===== src/rtl/intc_pkg.sv =====
package intc_pkg;
  typedef enum logic [2:0] {
    SRC_NONE = 3'd0,
    SRC_NMI  = 3'd1,
    SRC_R75  = 3'd2,
    SRC_R65  = 3'd3,
    SRC_R55  = 3'd4,
    SRC_EXT  = 3'd5
  } src_e;

  // restart line index: 2 = 7.5, 1 = 6.5, 0 = 5.5
  localparam int NUM_RST = 3;

  // control byte fields
  localparam int CTL_SOD   = 7;
  localparam int CTL_SDE   = 6;
  localparam int CTL_SPARE = 5;
  localparam int CTL_CLR75 = 4;
  localparam int CTL_MEN   = 3;
endpackage


===== src/rtl/intc_edge.sv =====
module intc_edge (
  input  logic clk_i,
  input  logic rst_ni,
  input  logic nmi_i,
  input  logic r75_i,
  input  logic ack_nmi_i,
  input  logic ack_r75_i,
  input  logic clr_r75_i,
  output logic nmi_req_o,
  output logic r75_pend_o
);
  logic nmi_q, r75_q, nmi_pend;
  logic nmi_rise, r75_rise;

  assign nmi_rise = nmi_i & ~nmi_q;
  assign r75_rise = r75_i & ~r75_q;

  always_ff @(posedge clk_i or negedge rst_ni) begin
    if (!rst_ni) begin
      nmi_q      <= 1'b0;
      r75_q      <= 1'b0;
      nmi_pend   <= 1'b0;
      r75_pend_o <= 1'b0;
    end else begin
      nmi_q <= nmi_i;
      r75_q <= r75_i;
      // must rise and stay high; re-arms only through a low phase
      if (!nmi_i)         nmi_pend <= 1'b0;
      else if (nmi_rise)  nmi_pend <= 1'b1;
      else if (ack_nmi_i) nmi_pend <= 1'b0;
      // a fresh edge beats any clear in the same cycle
      if (r75_rise)                    r75_pend_o <= 1'b1;
      else if (ack_r75_i || clr_r75_i) r75_pend_o <= 1'b0;
    end
  end

  assign nmi_req_o = nmi_pend & nmi_i;
endmodule


===== src/rtl/intc_ctrl.sv =====
module intc_ctrl #(
  parameter int NRST = 3
) (
  input  logic            clk_i,
  input  logic            rst_ni,
  input  logic            we_i,
  input  logic            sod_i,
  input  logic            sde_i,
  input  logic            men_i,
  input  logic [NRST-1:0] mask_i,
  input  logic            en_set_i,
  input  logic            en_clr_i,
  input  logic            ack_i,
  output logic [NRST-1:0] mask_o,
  output logic            ie_o,
  output logic            sout_o
);
  always_ff @(posedge clk_i or negedge rst_ni) begin
    if (!rst_ni) begin
      mask_o <= '1;
      ie_o   <= 1'b0;
      sout_o <= 1'b0;
    end else begin
      if (we_i && men_i) mask_o <= mask_i;
      if (we_i && sde_i) sout_o <= sod_i;
      if (ack_i)         ie_o <= 1'b0;
      else if (en_clr_i) ie_o <= 1'b0;
      else if (en_set_i) ie_o <= 1'b1;
    end
  end
endmodule


===== src/rtl/intc_prio.sv =====
module intc_prio
  import intc_pkg::*;
#(
  parameter int              NRST     = 3,
  parameter int              VEC_W    = 16,
  parameter logic [VEC_W-1:0] VEC_BASE = 16'h0024,
  parameter int              VEC_STEP = 8
) (
  input  logic             nmi_req_i,
  input  logic [NRST-1:0]  rst_req_i,
  input  logic             ext_req_i,
  input  logic [NRST-1:0]  mask_i,
  input  logic             ie_i,
  output src_e             win_o,
  output logic [VEC_W-1:0] vec_o
);
  logic [NRST-1:0] gated;

  for (genvar g = 0; g < NRST; g++) begin : g_gate
    assign gated[g] = rst_req_i[g] & ~mask_i[g] & ie_i;
  end

  always_comb begin
    win_o = SRC_NONE;
    vec_o = '0;
    if (nmi_req_i) begin
      win_o = SRC_NMI;
      vec_o = VEC_BASE;
    end else begin
      for (int i = 0; i < NRST; i++) begin
        // higher index overwrites lower: 7.5 over 6.5 over 5.5
        if (gated[i]) begin
          win_o = src_e'(3'(int'(SRC_R55) - i));
          vec_o = VEC_BASE + VEC_W'(VEC_STEP * (i + 1));
        end
      end
      if (win_o == SRC_NONE && ext_req_i && ie_i) win_o = SRC_EXT;
    end
  end
endmodule


===== src/rtl/prio_vec_intc.sv =====
module prio_vec_intc
  import intc_pkg::*;
#(
  parameter int               VEC_W    = 16,
  parameter logic [VEC_W-1:0] VEC_BASE = 16'h0024,
  parameter int               VEC_STEP = 8
) (
  input  logic             clk_i,
  input  logic             rst_ni,
  input  logic             nmi_i,
  input  logic             rq75_i,
  input  logic             rq65_i,
  input  logic             rq55_i,
  input  logic             ext_rq_i,
  input  logic             boundary_i,
  input  logic             en_set_i,
  input  logic             en_clr_i,
  input  logic             ctl_we_i,
  input  logic [7:0]       ctl_data_i,
  input  logic             sin_i,
  output logic [7:0]       stat_o,
  output logic             sout_o,
  output logic             take_o,
  output logic [2:0]       src_o,
  output logic [VEC_W-1:0] vec_o,
  output logic             ext_op_o
);
  localparam int NRST = NUM_RST;

  logic             nmi_req, r75_pend, ie, ack;
  logic [NRST-1:0]  mask, rst_req;
  src_e             win;
  logic [VEC_W-1:0] win_vec;
  logic             unused_spare;

  assign unused_spare = ctl_data_i[CTL_SPARE];
  assign ack = boundary_i && (win != SRC_NONE);

  intc_edge u_edge (
    .clk_i      (clk_i),
    .rst_ni     (rst_ni),
    .nmi_i      (nmi_i),
    .r75_i      (rq75_i),
    .ack_nmi_i  (ack && win == SRC_NMI),
    .ack_r75_i  (ack && win == SRC_R75),
    .clr_r75_i  (ctl_we_i && ctl_data_i[CTL_CLR75]),
    .nmi_req_o  (nmi_req),
    .r75_pend_o (r75_pend)
  );

  intc_ctrl #(.NRST(NRST)) u_ctrl (
    .clk_i    (clk_i),
    .rst_ni   (rst_ni),
    .we_i     (ctl_we_i),
    .sod_i    (ctl_data_i[CTL_SOD]),
    .sde_i    (ctl_data_i[CTL_SDE]),
    .men_i    (ctl_data_i[CTL_MEN]),
    .mask_i   (ctl_data_i[NRST-1:0]),
    .en_set_i (en_set_i),
    .en_clr_i (en_clr_i),
    .ack_i    (ack),
    .mask_o   (mask),
    .ie_o     (ie),
    .sout_o   (sout_o)
  );

  assign rst_req = {r75_pend, rq65_i, rq55_i};

  intc_prio #(
    .NRST(NRST), .VEC_W(VEC_W), .VEC_BASE(VEC_BASE), .VEC_STEP(VEC_STEP)
  ) u_prio (
    .nmi_req_i (nmi_req),
    .rst_req_i (rst_req),
    .ext_req_i (ext_rq_i),
    .mask_i    (mask),
    .ie_i      (ie),
    .win_o     (win),
    .vec_o     (win_vec)
  );

  always_ff @(posedge clk_i or negedge rst_ni) begin
    if (!rst_ni) begin
      take_o   <= 1'b0;
      src_o    <= 3'd0;
      vec_o    <= '0;
      ext_op_o <= 1'b0;
    end else begin
      take_o   <= ack;
      src_o    <= ack ? 3'(win) : 3'd0;
      vec_o    <= ack ? win_vec : '0;
      ext_op_o <= ack && win == SRC_EXT;
    end
  end

  assign stat_o = {sin_i, r75_pend, rq65_i, rq55_i, ie, mask};
endmodule


===== config.mk =====
export PLATFORM = sky130hd
export DESIGN_NAME = prio_vec_intc
export DESIGN_NICKNAME = d
export VERILOG_FILES = /design/src/rtl/intc_pkg.sv /design/src/rtl/intc_edge.sv /design/src/rtl/intc_ctrl.sv /design/src/rtl/intc_prio.sv /design/src/rtl/prio_vec_intc.sv
export SDC_FILE = /design/constraint.sdc
export NUM_CORES = 1
export LEC_CHECK = 0
export ABC_AREA = 1
export BUFFER_PORTS_ARGS = -buffer_cell sky130_fd_sc_hd__buf_2
export CAP_MARGIN = 10
export CORE_UTILIZATION = 35
export DETAILED_ROUTE_END_ITERATION = 12
export PLACE_DENSITY = 0.68
export SETUP_SLACK_MARGIN = 0.3
export SYNTH_ARGS = -nofsm -noshare
export SYNTH_HDL_FRONTEND = slang
export SYNTH_SLANG_ARGS = --single-unit

===== constraint.sdc =====
create_clock -name clk_i -period 2.3 [get_ports clk_i]
set_input_delay 0 -clock clk_i [delete_from_list [all_inputs] [get_ports clk_i]]
set_output_delay 0 -clock clk_i [all_outputs]
set_load 0.02 [all_outputs]

-- Word level (Yosys, flattened, before mapping)
Cells that the tools add are included.
W data, S select, Z words.
- equality and inequality tests: 4
- mux-type cells: 20
- bitwise logic cells: 14
- reduce and logical (&&, ||, !) cells: 14
- operators with widths (cell ; count):
    $mux W16 ; 2
    $mux W3 ; 7
    $mux W6 ; 3
    $and A1 B1 Y1 ; 9
    $logic_and A1 B1 Y1 ; 9
    $mux W1 ; 8
    $reduce_bool A3 Y1 ; 2
    $not A1 Y1 ; 5
    $eq A3 B1 Y1 const B ; 1
    $eq A3 B2 Y1 const B ; 1
    $eq A3 B3 Y1 const B ; 1
    $logic_not A3 Y1 ; 1
    $ne A3 B1 Y1 const B ; 1
    $reduce_bool A2 Y1 ; 1
    $logic_or A1 B1 Y1 ; 1
- register bits: 30
- input port bits: 20
- output and inout port bits: 30

-- Logic depth before layout (Yosys ltp)
- depth in word-level cells: 18
- mapped depth: 7
- mapped depth without buffers: 6

-- Modules after synthesis
Synthesis repeated with hierarchy kept, for this count alone.
- cell total of the unflattened synthesis: 158
- area, all modules: 1392.6 um^2
- by module, submodules not included (module ; times used ; cells an instance ; area each (um^2) ; seq. area each (um^2)):
    prio_vec_intc ; 1 ; 78 ; 818.3 ; 525.5
    intc_prio ; 1 ; 40 ; 220.2 ; 0.0
    intc_ctrl ; 1 ; 24 ; 207.7 ; 128.9
    intc_edge ; 1 ; 16 ; 146.4 ; 100.1

-- Worst setup path before layout
OpenSTA, ideal clock, no wires.
- path type: register to register
- start: register u_ctrl.mask_o[1]
- end: register ext_op_o
- arrival: 1036 ps
- setup slack: 1193 ps
- cell stages (with the launch flop): 7
- buffers on the path: 0
- clock period less this slack: 1107 ps
- path through: dfstp_2 -> inv_1 -> nand3_1 -> nand2_1 -> nor2_1 -> nand2_1 -> nor2_1
- longest elaborated chain between the ends: 14
- elaborated cells between the ends (all ways): 15
- ends and longest elaborated chain (element ; RTL line ; text):
    start: declaration ; intc_ctrl.sv:14 ; output logic [NRST-1:0] mask_o,
    start signal: assignment ; intc_ctrl.sv:24 ; if (we_i && men_i) mask_o <= mask_i;
    $not A1 Y1 * ; intc_prio.sv:20 ; assign gated[g] = rst_req_i[g] & ~mask_i[g] & ie_i;
    $and A1 B1 Y1 * (2 in series) ; intc_prio.sv:20 ;
    $mux W3 * (2 in series) ; intc_prio.sv:32 ; if (gated[i]) begin
    $mux W3 * ; intc_prio.sv:26 ; if (nmi_req_i) begin
    $logic_not A3 Y1 ; intc_prio.sv:37 ; if (win_o == SRC_NONE && ext_req_i && ie_i) win_o = SRC_EXT;
    $logic_and A1 B1 Y1 (2 in series) ; intc_prio.sv:37 ;
    $mux W3 * ; intc_prio.sv:37 ;
    $mux W3 * ; intc_prio.sv:26 ;
    $reduce_bool A3 Y1 ; prio_vec_intc.sv:37 ; assign ack = boundary_i && (win != SRC_NONE);
    $logic_and A1 B1 Y1 ; prio_vec_intc.sv:37 ;
    $logic_and A1 B1 Y1 * ; prio_vec_intc.sv:91 ; ext_op_o <= ack && win == SRC_EXT;
    end signal: assignment ; prio_vec_intc.sv:86 ; ext_op_o <= 1'b0;
    end signal: assignment ; prio_vec_intc.sv:91 ;
    end: declaration ; prio_vec_intc.sv:26 ; output logic ext_op_o
Mark *: on every way between the ends. The rest lies on a longest branch, timed or not. The select of a mux whose other input is x is not followed.
A chain may end at the register's enable or synchronous reset.

-- Worst setup path after layout
- start: register u_ctrl.ie_o
- end: register u_ctrl.ie_o
- longest elaborated chain between the ends: 13
- elaborated cells between the ends (all ways): 16
- ends and longest elaborated chain (element ; RTL line ; text):
    start: declaration ; intc_ctrl.sv:15 ; output logic ie_o,
    start signal: assignment ; intc_ctrl.sv:21 ; ie_o <= 1'b0;
    start signal: assignment ; intc_ctrl.sv:26 ; if (ack_i) ie_o <= 1'b0;
    start signal: assignment ; intc_ctrl.sv:27 ; else if (en_clr_i) ie_o <= 1'b0;
    $and A1 B1 Y1 ; intc_prio.sv:20 ;
    $mux W3 (3 in series) ; intc_prio.sv:32 ;
    $mux W3 ; intc_prio.sv:26 ;
    $logic_not A3 Y1 ; intc_prio.sv:37 ;
    $logic_and A1 B1 Y1 (2 in series) ; intc_prio.sv:37 ;
    $mux W3 * ; intc_prio.sv:37 ;
    $mux W3 * ; intc_prio.sv:26 ;
    $reduce_bool A3 Y1 * ; prio_vec_intc.sv:37 ;
    $logic_and A1 B1 Y1 * ; prio_vec_intc.sv:37 ;
    $reduce_bool A3 Y1 (no source line) / $mux W1 (equally long branches) ; n/a ;
Marked as above.

==> key figures <==
Run status
  • Outcome: finished, final reports clean

STA
  • Fin. max-slew vios: 0
  • Fmax: 685 MHz
  • Clock Skew: ~0.0019 ns
  • TNS Setup: 0 ns
  • Unrepaired setup endpoints after global routing: no
  • Crit path time final: 1.46 ns
  • Fin crit share: 0.635
  • Hold Worst Slack: 0.00000776 ns
  • Hold Fails Final Rpt: 0
  • Final setup fails: 0

Drt
  • Vias per cell: 4.26
  • DRC: 0
  • Drt total wl: 1560 µm
  • Drt wl/cell: 9.21 µm
  • Vias: roughly 700
  • Post-route ant nets: 0
  • Drt pass-1 iters: 4
  • DRT iter0 DRCs: 17

Cells and area
  • Fraction of layout cells with a size suffix above 1: 0.381
  • Most common cell after layout, fill and taps aside: buf_2
  • Commonest non-fill, non-tap cells in the layout: buf_2 (34), dfrtp_1 (14), conb_1 (12), dlygate4sd3_1 (12), nand2_1 (11)
  • Ant diodes: 0
  • Layout Area Growth over Synthesis: 27.6%
  • Net count, final: 160
  • Biggest regs: src_o (3), u_ctrl.mask_o (3), vec_o (3)

Hold path
  • Hold Path Class: in2out

Clock network
  • Root Driver: clkbuf_4
  • Cts hold-fix bufs: 12
  • Worst-path clk slew: roughly 0.09 ns
  • CTS HTree Levels: 1
  • Resized Gates After CTS: 0
  • CTS tree: yes
  • CTS Buffer Depth: 2
  • Clock Latency Late Sink: 0.28 ns
  • Postcts setup bufs: 0
  • Inserted Clock Buffers: 3
  • Sinks on Clock Net: 17

Critical path
  • Max incr delay on CP: 0.57 ns
  • CP Data Required Time: 2.52 ns
  • Family with the most delay on the worst path: flip-flops
  • Crit end category: flop
  • Worst setup SP type: flop
  • CP max FO: 9
  • WS Path Type: reg2reg
  • CP max-delay cell: dfrtp_1
  • Buffers plus inverters on the worst setup path: 1
  • Critical Path, Cell by Cell: o21bai_1, dlygate4sd3_1, a21oi_1
  • WP data arrival: about 1.7 ns

Synth
  • Yosys reg bits: 17
  • Mapped Cells: 97
  • Mapped cell area: 903 µm²
  • YS warnings: 0
  • Synthesized area per cell: between 9 and 10 µm²
  • Register area share after synthesis: 0.475
  • Distinct cells, synth: 25

Die
  • Floorplan core area: 2450 µm²
  • IO Pins: 50
  • Die Span Y: 52.8 µm
  • DIE WIDTH: between 50 and 60 µm
  • Starting density of the core: 0.368
  • FP Rows: 18
  • Die area: 2790 µm²

Power and ir drop
  • Leakage Power: roughly 0.65 nW
  • Peak supply drop: ~0.00026 V
  • Power per Cell Area: 590 nW/µm²

GRT
  • Initial antenna violation count: 0
  • Pin count of the biggest net entering global routing: 18
  • Global-route wire length before repair: 2660 µm
  • Vias in the first global route: slightly below 700
  • GRT Util Overall: 0.135
  • GRT overflow: 0

Job
  • # Max-Cap Violations: 0

Placement
  • Routability cong.: 0.891
  • IO Port Bufs: 34
  • HPWL after DPL: 1240 µm
-- metal layers --
| layer | part of all wire | routed length (µm) | global-route usage |
|---|---|---|---|
| met1 | 0.40 | 618 | 0.141 |
| met2 | 0.51 | 799 | 0.245 |
| met3 | 0.079 | 123 | 0.0348 |
| met4 | 0.0090 | 14 | 0.0702 |
| met5 | 0 | 0 | 0 |
-- power by group --
| group | internal, mW | switching (mW) |
|---|---|---|
| Clock | 0.0674 | 0.0899 |
| Combinational | 0.0668 | 0.107 |
| Sequential | 0.328 | 0.0215 |
| Total | 0.462 | 0.218 |
-- Yosys cell counts, drive strengths merged --
master,n,share of area
nor3,2,0.011
buf,19,0.16
nor2,16,0.11
inv,11,0.046
a21oi,4,0.022
nand2,15,0.079
mux2,1,0.012
a31oi,1,0.0069
nand3b,1,0.0083
o22ai,1,0.0069
o211ai,1,0.0083
o21bai,1,0.0083
dfstp,3,0.087
o21ai,2,0.011
dfrtp,14,0.39
nand3,4,0.028
conb,1,0.0042
-- final cells by class --
class | count | area, µm²
Timing Repair Buffer | 46 | 290
Sequential cell | 17 | 429
Inverter | 11 | 41.3
Multi-Input combinational cell | 61 | 328
Tap cell | 30 | 37.5
Clock buffer | 4 | 26.3
Fill cell | 239 | 1300
-- kinds of logic (layout without fill, tap and decap cells) --
kind of cell / after synthesis / after routing / synth area share
other: 1 / 12 / 0.00415
AO/OA/AOI/OAI: 10 / 10 / 0.0637
flip-flops: 17 / 17 / 0.475
AND/OR/NAND/NOR: 38 / 38 / 0.237
buffers and inverters: 30 / 61 / 0.208
multiplexers: 1 / 1 / 0.0125
-- path summary, 6_finish.rpt --
| check | startpoint | depth (start not counted) | slack (ns) | to |
|---|---|---|---|---|
| max | u_ctrl.ie_o$_DFFE_PN0P_ | 3 | 0.84 | u_ctrl.ie_o$_DFFE_PN0P_ |
| min in group asynchronous | rst_ni | 2 | 0.15 | take_o$_DFF_PN0_ |
| min | sin_i | 0 | 0.000008 | stat_o[7] |
| max in group asynchronous | rst_ni | 2 | 1.84 | u_ctrl.mask_o[2]$_DFFE_PN1P_ |
| min reg2reg | u_edge.nmi_q$_DFF_PN0_ | 1 | 0.46 | u_edge.nmi_pend$_DFFE_PN0P_ |
| max reg2reg | u_ctrl.ie_o$_DFFE_PN0P_ | 3 | 0.84 | u_ctrl.ie_o$_DFFE_PN0P_ |
-- per-stage QoR --
step	cells	util	power [mW]	cell area [µm²]	setup WS (ns)
after global placement	153	0.410	0.509	1010	1.14
after detailed placement	153	0.410	0.513	1010	1.13
after global routing	169	0.469	0.728	1150	0.718
after CTS	169	0.469	0.687	1150	0.848
after floorplan	108	-	0.486	945	1.19
final	169	0.469	0.680	1150	0.840
(Power assumes the default switching activity.)
